--- config.mk ---
export PLATFORM = sky130hd
export DESIGN_NAME = edo_dram_ctrl
export DESIGN_NICKNAME = d
export VERILOG_FILES = /design/src/rtl/edo_ctrl_pkg.sv /design/src/rtl/edo_addr_split.sv /design/src/rtl/edo_wait_cnt.sv /design/src/rtl/edo_refresh_timer.sv /design/src/rtl/edo_dram_ctrl.sv
export SDC_FILE = /design/constraint.sdc
export NUM_CORES = 1
export LEC_CHECK = 0
export BUFFER_PORTS_ARGS = -buffer_cell sky130_fd_sc_hd__clkbuf_2
export CORE_ASPECT_RATIO = 2
export CORE_UTILIZATION = 40
export CTS_BUF_LIST = sky130_fd_sc_hd__clkbuf_2 sky130_fd_sc_hd__clkbuf_4 sky130_fd_sc_hd__clkbuf_8
export CTS_CLUSTER_DIAMETER = 120
export DETAILED_ROUTE_END_ITERATION = 12
export PLACE_DENSITY = 0.67
export SLEW_MARGIN = 30
export SYNTH_ARGS = -nofsm -noshare
export SYNTH_HDL_FRONTEND = slang
export SYNTH_SLANG_ARGS = --single-unit
--- constraint.sdc ---
create_clock -name clk -period 2.25 [get_ports clk]
set_input_delay 0.1125 -clock clk [delete_from_list [all_inputs] [get_ports clk]]
set_output_delay 0.1125 -clock clk [all_outputs]
set_load 0.02 [all_outputs]
--- src/rtl/edo_ctrl_pkg.sv ---
package edo_ctrl_pkg;

    typedef enum logic [2:0] {
        S_IDLE,
        S_ACT,
        S_COL,
        S_PAGE,
        S_CSET,
        S_PRE,
        S_RCAS,
        S_RRAS
    } edo_state_t;

    // nanoseconds to whole clock cycles, rounded up, never below one
    function automatic int unsigned ns2cyc(int unsigned ns, int unsigned clk_ns);
        int unsigned c;
        c = (ns + clk_ns - 1) / clk_ns;
        return (c == 0) ? 1 : c;
    endfunction

endpackage

--- src/rtl/edo_addr_split.sv ---
module edo_addr_split #(
    parameter int ROW_BITS = 12,
    parameter int COL_BITS = 10,
    localparam int ADDR_W  = ROW_BITS + COL_BITS,
    localparam int MA_W    = (ROW_BITS > COL_BITS) ? ROW_BITS : COL_BITS
) (
    input  logic [ADDR_W-1:0] addr,
    output logic [MA_W-1:0]   row_ma,
    output logic [MA_W-1:0]   col_ma
);
    generate
        if (ROW_BITS == MA_W) begin : g_row_full
            assign row_ma = addr[ADDR_W-1 -: ROW_BITS];
        end else begin : g_row_pad
            assign row_ma = {{(MA_W-ROW_BITS){1'b0}}, addr[ADDR_W-1 -: ROW_BITS]};
        end
        if (COL_BITS == MA_W) begin : g_col_full
            assign col_ma = addr[COL_BITS-1:0];
        end else begin : g_col_pad
            assign col_ma = {{(MA_W-COL_BITS){1'b0}}, addr[COL_BITS-1:0]};
        end
    endgenerate
endmodule

--- src/rtl/edo_wait_cnt.sv ---
module edo_wait_cnt #(
    parameter int W = 4
) (
    input  logic         clk,
    input  logic         rst,
    input  logic         load,
    input  logic [W-1:0] load_val,
    output logic         done
);
    logic [W-1:0] cnt;

    always_ff @(posedge clk) begin
        if (rst)
            cnt <= '0;
        else if (load)
            cnt <= load_val;
        else if (cnt != '0)
            cnt <= cnt - 1'b1;
    end

    assign done = (cnt == '0);
endmodule

--- src/rtl/edo_refresh_timer.sv ---
module edo_refresh_timer #(
    parameter int PERIOD = 780,
    localparam int TW    = $clog2(PERIOD + 1)
) (
    input  logic clk,
    input  logic rst,
    input  logic ack,
    output logic pending
);
    logic [TW-1:0] tmr;
    logic          tick;

    assign tick = (tmr == '0);

    always_ff @(posedge clk) begin
        if (rst) begin
            tmr     <= TW'(PERIOD - 1);
            pending <= 1'b0;
        end else begin
            tmr <= tick ? TW'(PERIOD - 1) : tmr - 1'b1;
            if (tick)
                pending <= 1'b1;
            else if (ack)
                pending <= 1'b0;
        end
    end
endmodule

--- src/rtl/edo_dram_ctrl.sv ---
module edo_dram_ctrl
    import edo_ctrl_pkg::*;
#(
    parameter int CLK_NS    = 20,
    parameter int T_RP_NS   = 30,
    parameter int T_RCD_NS  = 20,
    parameter int T_CAC_NS  = 15,
    parameter int T_RASR_NS = 50,
    parameter int REF_NS    = 15600,
    parameter int ROW_BITS  = 12,
    parameter int COL_BITS  = 10,
    localparam int ADDR_W   = ROW_BITS + COL_BITS,
    localparam int MA_W     = (ROW_BITS > COL_BITS) ? ROW_BITS : COL_BITS
) (
    input  logic              clk,
    input  logic              rst,
    input  logic              req_valid,
    output logic              req_ready,
    input  logic [ADDR_W-1:0] req_addr,
    input  logic              req_we,
    input  logic [3:0]        req_wdata,
    output logic              rd_valid,
    output logic [3:0]        rd_data,
    output logic [MA_W-1:0]   dram_ma,
    output logic              dram_ras_n,
    output logic              dram_cas_n,
    output logic              dram_we_n,
    output logic              dram_oe_n,
    output logic [3:0]        dram_dq_out,
    output logic              dram_dq_oe,
    input  logic [3:0]        dram_dq_in
);
    localparam int RP_CYC   = int'(ns2cyc(T_RP_NS, CLK_NS));
    localparam int RCD_CYC  = int'(ns2cyc(T_RCD_NS, CLK_NS));
    localparam int CAC_CYC  = int'(ns2cyc(T_CAC_NS, CLK_NS));
    localparam int RASR_CYC = int'(ns2cyc(T_RASR_NS, CLK_NS));
    localparam int REF_CYC  = int'(ns2cyc(REF_NS, CLK_NS));
    localparam int CW       = $clog2(RP_CYC + RCD_CYC + CAC_CYC + RASR_CYC + 1);

    edo_state_t        state, nxt;
    logic              ld, wait_done, ref_pend, ref_ack, accept, hit;
    logic [CW-1:0]     ldv;
    logic [ADDR_W-1:0] a_q;
    logic              we_q;
    logic [3:0]        wd_q;
    logic [MA_W-1:0]   row_ma, col_ma;

    edo_wait_cnt #(.W(CW)) u_wait (
        .clk(clk), .rst(rst), .load(ld), .load_val(ldv), .done(wait_done)
    );

    edo_refresh_timer #(.PERIOD(REF_CYC)) u_ref (
        .clk(clk), .rst(rst), .ack(ref_ack), .pending(ref_pend)
    );

    edo_addr_split #(.ROW_BITS(ROW_BITS), .COL_BITS(COL_BITS)) u_split (
        .addr(a_q), .row_ma(row_ma), .col_ma(col_ma)
    );

    // the last accepted address holds the row that is open in PAGE
    assign hit       = (req_addr[ADDR_W-1 -: ROW_BITS] == a_q[ADDR_W-1 -: ROW_BITS]);
    assign req_ready = !ref_pend && ((state == S_IDLE) || (state == S_PAGE && hit));
    assign accept    = req_ready && req_valid;

    // next state and wait-counter loads
    always_comb begin
        nxt     = state;
        ld      = 1'b0;
        ldv     = '0;
        ref_ack = 1'b0;
        unique case (state)
            S_IDLE: begin
                if (ref_pend) begin
                    nxt     = S_RCAS;
                    ref_ack = 1'b1;
                end else if (req_valid) begin
                    nxt = S_ACT;
                    ld  = 1'b1;
                    ldv = CW'(RCD_CYC - 1);
                end
            end
            S_ACT: if (wait_done) begin
                nxt = S_COL;
                ld  = 1'b1;
                ldv = CW'(CAC_CYC - 1);
            end
            S_COL:  if (wait_done) nxt = S_PAGE;
            S_PAGE: begin
                if (ref_pend || (req_valid && !hit)) begin
                    nxt = S_PRE;
                    ld  = 1'b1;
                    ldv = CW'(RP_CYC - 1);
                end else if (req_valid) begin
                    nxt = S_CSET;
                end
            end
            S_CSET: begin
                nxt = S_COL;
                ld  = 1'b1;
                ldv = CW'(CAC_CYC - 1);
            end
            S_PRE:  if (wait_done) nxt = S_IDLE;
            S_RCAS: begin
                nxt = S_RRAS;
                ld  = 1'b1;
                ldv = CW'(RASR_CYC - 1);
            end
            S_RRAS: if (wait_done) begin
                nxt = S_PRE;
                ld  = 1'b1;
                ldv = CW'(RP_CYC - 1);
            end
            default: nxt = S_IDLE;
        endcase
    end

    // state register
    always_ff @(posedge clk) begin
        if (rst) state <= S_IDLE;
        else     state <= nxt;
    end

    // request capture and read return
    always_ff @(posedge clk) begin
        if (rst) begin
            a_q      <= '0;
            we_q     <= 1'b0;
            wd_q     <= '0;
            rd_valid <= 1'b0;
            rd_data  <= '0;
        end else begin
            if (accept) begin
                a_q  <= req_addr;
                we_q <= req_we;
                wd_q <= req_wdata;
            end
            rd_valid <= (state == S_COL) && wait_done && !we_q;
            if ((state == S_COL) && wait_done && !we_q)
                rd_data <= dram_dq_in;
        end
    end

    // strobe outputs decoded from state
    always_comb begin
        dram_ras_n  = 1'b1;
        dram_cas_n  = 1'b1;
        dram_we_n   = 1'b1;
        dram_oe_n   = 1'b1;
        dram_dq_oe  = 1'b0;
        dram_dq_out = wd_q;
        dram_ma     = col_ma;
        unique case (state)
            S_IDLE, S_PRE: ;
            S_ACT: begin
                dram_ras_n = 1'b0;
                dram_ma    = row_ma;
                dram_we_n  = !we_q;
                dram_dq_oe = we_q;
            end
            S_CSET, S_COL: begin
                dram_ras_n = 1'b0;
                dram_cas_n = (state == S_CSET);
                dram_we_n  = !we_q;
                dram_oe_n  = we_q;
                dram_dq_oe = we_q;
            end
            S_PAGE: begin
                dram_ras_n = 1'b0;
                dram_oe_n  = we_q;
            end
            S_RCAS: dram_cas_n = 1'b0;
            S_RRAS: begin
                dram_ras_n = 1'b0;
                dram_cas_n = 1'b0;
            end
            default: ;
        endcase
    end
endmodule

==> Word level (Yosys, flattened, before mapping) <==
Cells that the tools add are included.
{ "word_totals": {"reg_bits": 49, "out_inout_bits": 27, "word_cells": 80, "inputBits": 34} }
{ "op_classes": {"reduce_logical": 26, "n_eq_ne": 14, "addsub": 2, "mux": 29} }
{ "op_table": {"columns": ["op", "count"], "rows": [
  ["$mux 3", 10],
  ["$pmux 3 s8", 1],
  ["$mux 1", 14],
  ["$eq 12x12->1", 1],
  ["$eq 3x3->1 const B", 4],
  ["$mux 12", 1],
  ["$logic_not 10->1", 1],
  ["$reduce_or 2->1", 5],
  ["$sub 10x1->10 const B", 1],
  ["$ne 2x2->1 const B", 4],
  ["$eq 3x2->1 const B", 2],
  ["$logic_and 1x1->1", 6],
  ["$logic_not 3->1", 2],
  ["$ne 3x2->1 const B", 2],
  ["$pmux 2 s3", 1],
  ["$reduce_and 6->1", 1],
  ["$reduce_or 3->1", 2],
  ["$reduce_or 5->1", 1],
  ["$pmux 1 s4", 1],
  ["$reduce_bool 2->1", 2],
  ["$eq 3x1->1 const B", 1],
  ["$logic_not 1->1", 3],
  ["$reduce_bool 3->1", 1],
  ["$sub 3x1->3 const B", 1],
  ["2 further kinds", 3]
]} }

==> Longest topological paths before layout <==
{ "logic_depth": {"depth_word": 7, "mapped_depth": 8, "mapped_depth_nobuf": 7} }

==> Modules after synthesis <==
A second synthesis with hierarchy kept.
{ "unflattened": {"cells_unflattened": 326, "hier_area_um2": 2994.1} }
{ "modules_own_cells": {"columns": ["module", "instances", "cells_per_inst", "area_per_inst_um2", "seq_area_each_um2"], "rows": [
  ["edo_dram_ctrl", 1, 224, 2078.2, 700.7],
  ["edo_refresh_timer", 1, 55, 525.5, 220.2],
  ["edo_wait_cnt", 1, 22, 206.4, 60.1],
  ["edo_addr_split", 1, 25, 183.9, 0.0]
]} }

==> Worst setup path before layout <==
No wires, ideal clock.
{ "synth_timing": {"path_type": "register to output", "from": "register state[0]", "to": "output dram_ma[2]", "path_stages_with_launch": 5, "required_ps": 2138, "arrival_time_ps": 1704, "path_buffers": 2, "slack_ps": 433, "cell_sequence": "dfxtp_1 -> clkbuf_1 -> nor3b_1 -> buf_2 -> mux2_1"} }
{ "synth_via": {"elab_chain_len": 2} }
{ "synth_lines": {"columns": ["element", "line", "source"], "rows": [
  ["from (decl)", "edo_dram_ctrl.sv:40", "edo_state_t state, nxt;"],
  ["from (signal assigned)", "edo_dram_ctrl.sv:120", "else state <= nxt;"],
  ["$eq 3x1->1", "edo_dram_ctrl.sv:152", "unique case (state)"],
  ["$mux 12", "edo_dram_ctrl.sv:152", null],
  ["to (decl)", "edo_dram_ctrl.sv:24", "output logic [MA_W-1:0] dram_ma,"]
]} }
No other way between the ends.

==> Worst setup path in the final report <==
{ "layout_timing": {"from": "register state[0]", "to": "output dram_ma[7]"} }
The elaborated chain is that of the path after synthesis.

==> flow_summary_export.csv <==
group,metric,value,unit
cells_and_area,final_nets,397,
setup_path,r2r_end,"a_q[19]",
placed_design,placedCellCount,437,
sta,slew-limit-headroom,65.9,%
power_and_ir_drop,p_leak,0.00145,uW
floorplan,core-area,6310,um^2
synthesis,netlist_area,2600,um^2
setup_path,worstReg2RegStart,"a_q[12]",
floorplan,num_io_pins,61,
clocking,clkTransAtPathRegs,0.09,ns
synthesis,ys_seq_area_share,37.8,%
setup_path,cp_cell_sequence,"nor3b_2 > buf_12 > mux2_1 > clkbuf_2",
clocking,cts-htree-levels,2,
synthesis,synth-edff-count,0,
setup_path,crit_slowest_cell,"dfxtp_1",
power_and_ir_drop,pwr-share-seq,35.3,%
min_path,hold_path_class,"in -> reg",
power_and_ir_drop,power_switching,1370,uW
placed_design,hpwl,4.18,mm
placed_design,place_congestion,0.847,
run,maxCapViolations,0,
clocking,cts_tree,"done",
min_path,holdPathEnd,"a_q[6]",
cells_and_area,most-common-layout-cells,"nand2_1 (67), clkbuf_2 (60), dfxtp_1 (49)",
clocking,clock_path_buffers,2,
floorplan,fp-row-count,41,
sta,slew_viol_final,0,
clocking,cts.sinks,49,
routing,route.detailed.wl_per_inst,12.5,um
global_route,grt_pass1_vias,2199,
setup_path,worst_setup_path_end_kind,"output port",
placed_design,port_buffers,60,
min_path,hold_start,"req_addr[6]",
cells_and_area,diodes,0,
routing,drt_iter0_drc,63,
global_route,gr-total-overflow,0,
sta,final.setup.tns,0,ns
routing,viasPerCell,4.97,
setup_path,rr_worst_depth,6,
power_and_ir_drop,swShare,40.7,%
global_route,grt_first_pass_wirelength,9.45,mm
setup_path,rrSetupSlack,0.39,ns
sta,rsz0062_at_grt,"no",
status,outcome,"finished, final reports clean",
clocking,cts_buffers,5,
sta,hold_violations,0,
synthesis,ys.flop_type,"dfxtp_1",
synthesis,synth_cells,302,
synthesis,syn_area_per_cell,8.60,um^2
routing,first_pass_iters,4,
power_and_ir_drop,p_clk_share,16.6,%
cells_and_area,fillers,639,
setup_path,startpoint_type,"flip-flop",
power_and_ir_drop,power.density,1080,nW/um^2
sta,fin_crit_sh,96.1,%
synthesis,ys_types,43,
cells_and_area,areaGrowthSynthToFinish,19.5,%
cells_and_area,drive_above_1_share,23.9,%
synthesis,synth-seq-cells,49,
sta,skew,0.00830,ns
sta,tightest_slew,0.512,ns
synthesis,synth_area_leaders,"dfxtp_1 (38%), mux2i_1 (12%), nand2_1 (9.7%)",
synthesis,yosysWarnings,0,
setup_path,worst-path-max-fanout,12,
sta,max_freq,463,MHz
cells_and_area,final_common_cell,"nand2_1",
floorplan,die_area,6840,um^2
global_route,grt_usage,18.3,%
setup_path,max_stage_delay,0.56,ns
floorplan,die_h,116,um
global_route,grt_max_degree,57,
clocking,clockRootBuffer,"clkbuf_8",
power_and_ir_drop,cell_internal_pwr,2000,uW
clocking,ctsResizeCount,0,
routing,num_vias,2218,
setup_path,crit_arrival,2.05,ns
synthesis,async_flop_share,0,%
sta,period_needed,2.16,ns
power_and_ir_drop,p_comb_share,48.1,%
clocking,insertion_delay,0.32,ns
cells_and_area,fin_cells,446,
clocking,post_cts.repair.setup_buffers,0,
floorplan,start_util,41.1,%
setup_path,required,2.14,ns
routing,drc,0,
routing,wirelength,5.57,mm
synthesis,synth_top_area_share,37.8,%
global_route,antenna_found_initial,0,
setup_path,crit_type,"reg -> out",
floorplan,chipWidth,59.0,um
synthesis,synth_top_area_cell,"dfxtp_1",
power_and_ir_drop,ir_drop,0.000582,V
synthesis,synth_fp_nets,340,
sta,setup_violations,0,
routing,ant_nets,0,
min_path,hold_depth,3,
-- worst max path at each step --
stage,startpoint,endpoint
after floorplan,state[0],dram_ma[2]
after global placement,state[0],dram_ma[7]
after detailed placement,a_q[18],a_q[19]
after CTS,state[0],dram_ma[7]
after global routing,state[0],dram_ma[7]
final,state[0],dram_ma[7]
-- logic make-up (layout without fill, tap and decap cells) --
| logic type | count (synthesis) | in the layout | share of synthesized area [%] |
|---|---|---|---|
| adders and majority gates | 4 | 4 | 1.93 |
| buffers and inverters | 29 | 87 | 5.78 |
| DFF | 49 | 49 | 37.8 |
| and+or+nand+nor | 125 | 125 | 22.0 |
| muxes | 41 | 41 | 16.3 |
| AOI/OAI and AO/OA | 32 | 32 | 8.82 |
| xor gates and xnor gates | 22 | 22 | 7.42 |
-- power by group through the flow --
stage               registers [uW]  clock network [uW]  logic, uW
floorplan                     1190                   0       1210
global placement              1200                   0       1620
detailed placement            1210                   0       1640
CTS                           1190                 580       1650
global route                  1210                 600       1790
finish                        1190                 558       1620
-- registers in the layout, indices dropped and copies added (netlist names) --
name,flops
we_q,1
rd_valid,1
state,3
u_ref.pending,1
a_q,22
rd_data,4
dram_dq_out,4
u_wait.cnt,3
u_ref.tmr,10
-- synth_stat cells, drive strengths merged, types with 2 or more instances --
cell type and instances:
mux2 10, nor2 23, a22oi 2, nand2b 2, nand2 67, o21ai 6, dfxtp 49, o211ai 4
nor2b 3, o31ai 3, mux2i 31, xor2 15, nand3b 2, buf 5, nor4 4, a21oi 7
nand3 5, and2 2, nor3 9, nor3b 3, ha 4, o221a 2, inv 9, xnor2 7
clkbuf 15
-- through the flow --
step           power [uW]  instance area [um^2]  util [%]  setup WS [ns]  hold slack (ns)
3_5_place_dp         2850                  3000      47.5          0.361            0.348
3_3_place_gp         2820                  3000      47.5          0.431            0.341
4_1_cts              3410                  3100      49.2         0.0788          0.00389
2_1_floorplan        2390                  2600         -          0.433            0.255
5_1_grt              3600                  3100      49.2         0.0130           0.0150
6_report             3370                  3100      49.2         0.0879          0.00873
-- per-layer routing --
metal  vias up  track usage [%]  wire length [um]
li1       1125                -                 -
met1      1019             18.6              2120
met2        63             33.8              3050
met3        11             3.35               229
met4         0             9.84               170
met5         -                0                 0
-- area by class of cell --
class | instances | area [um^2] | share of cell area, %
timing repair buffer | 70 | 403 | 13.0
clock inverter | 2 | 13.8 | 0.444
tap | 86 | 108 | 3.47
multi-input combinational | 224 | 1480 | 47.7
clock buffer | 6 | 82.6 | 2.66
sequential | 49 | 981 | 31.6
inverter | 9 | 33.8 | 1.09
-- worst max-delay path, delay by kind of cell, from the launching register on --
kind	cells	cell delay, ns
multiplexers	1	0.35
flip-flops	1	0.56
AND/OR/NAND/NOR	1	0.46
buffers and inverters	2	0.37
-- timing repair --
action	in CTS	in global routing
hold buffers	1	0
hold endpoints to repair	1	0
endpoints found under the setup margin	0	0
(Power assumes the default switching activity.)
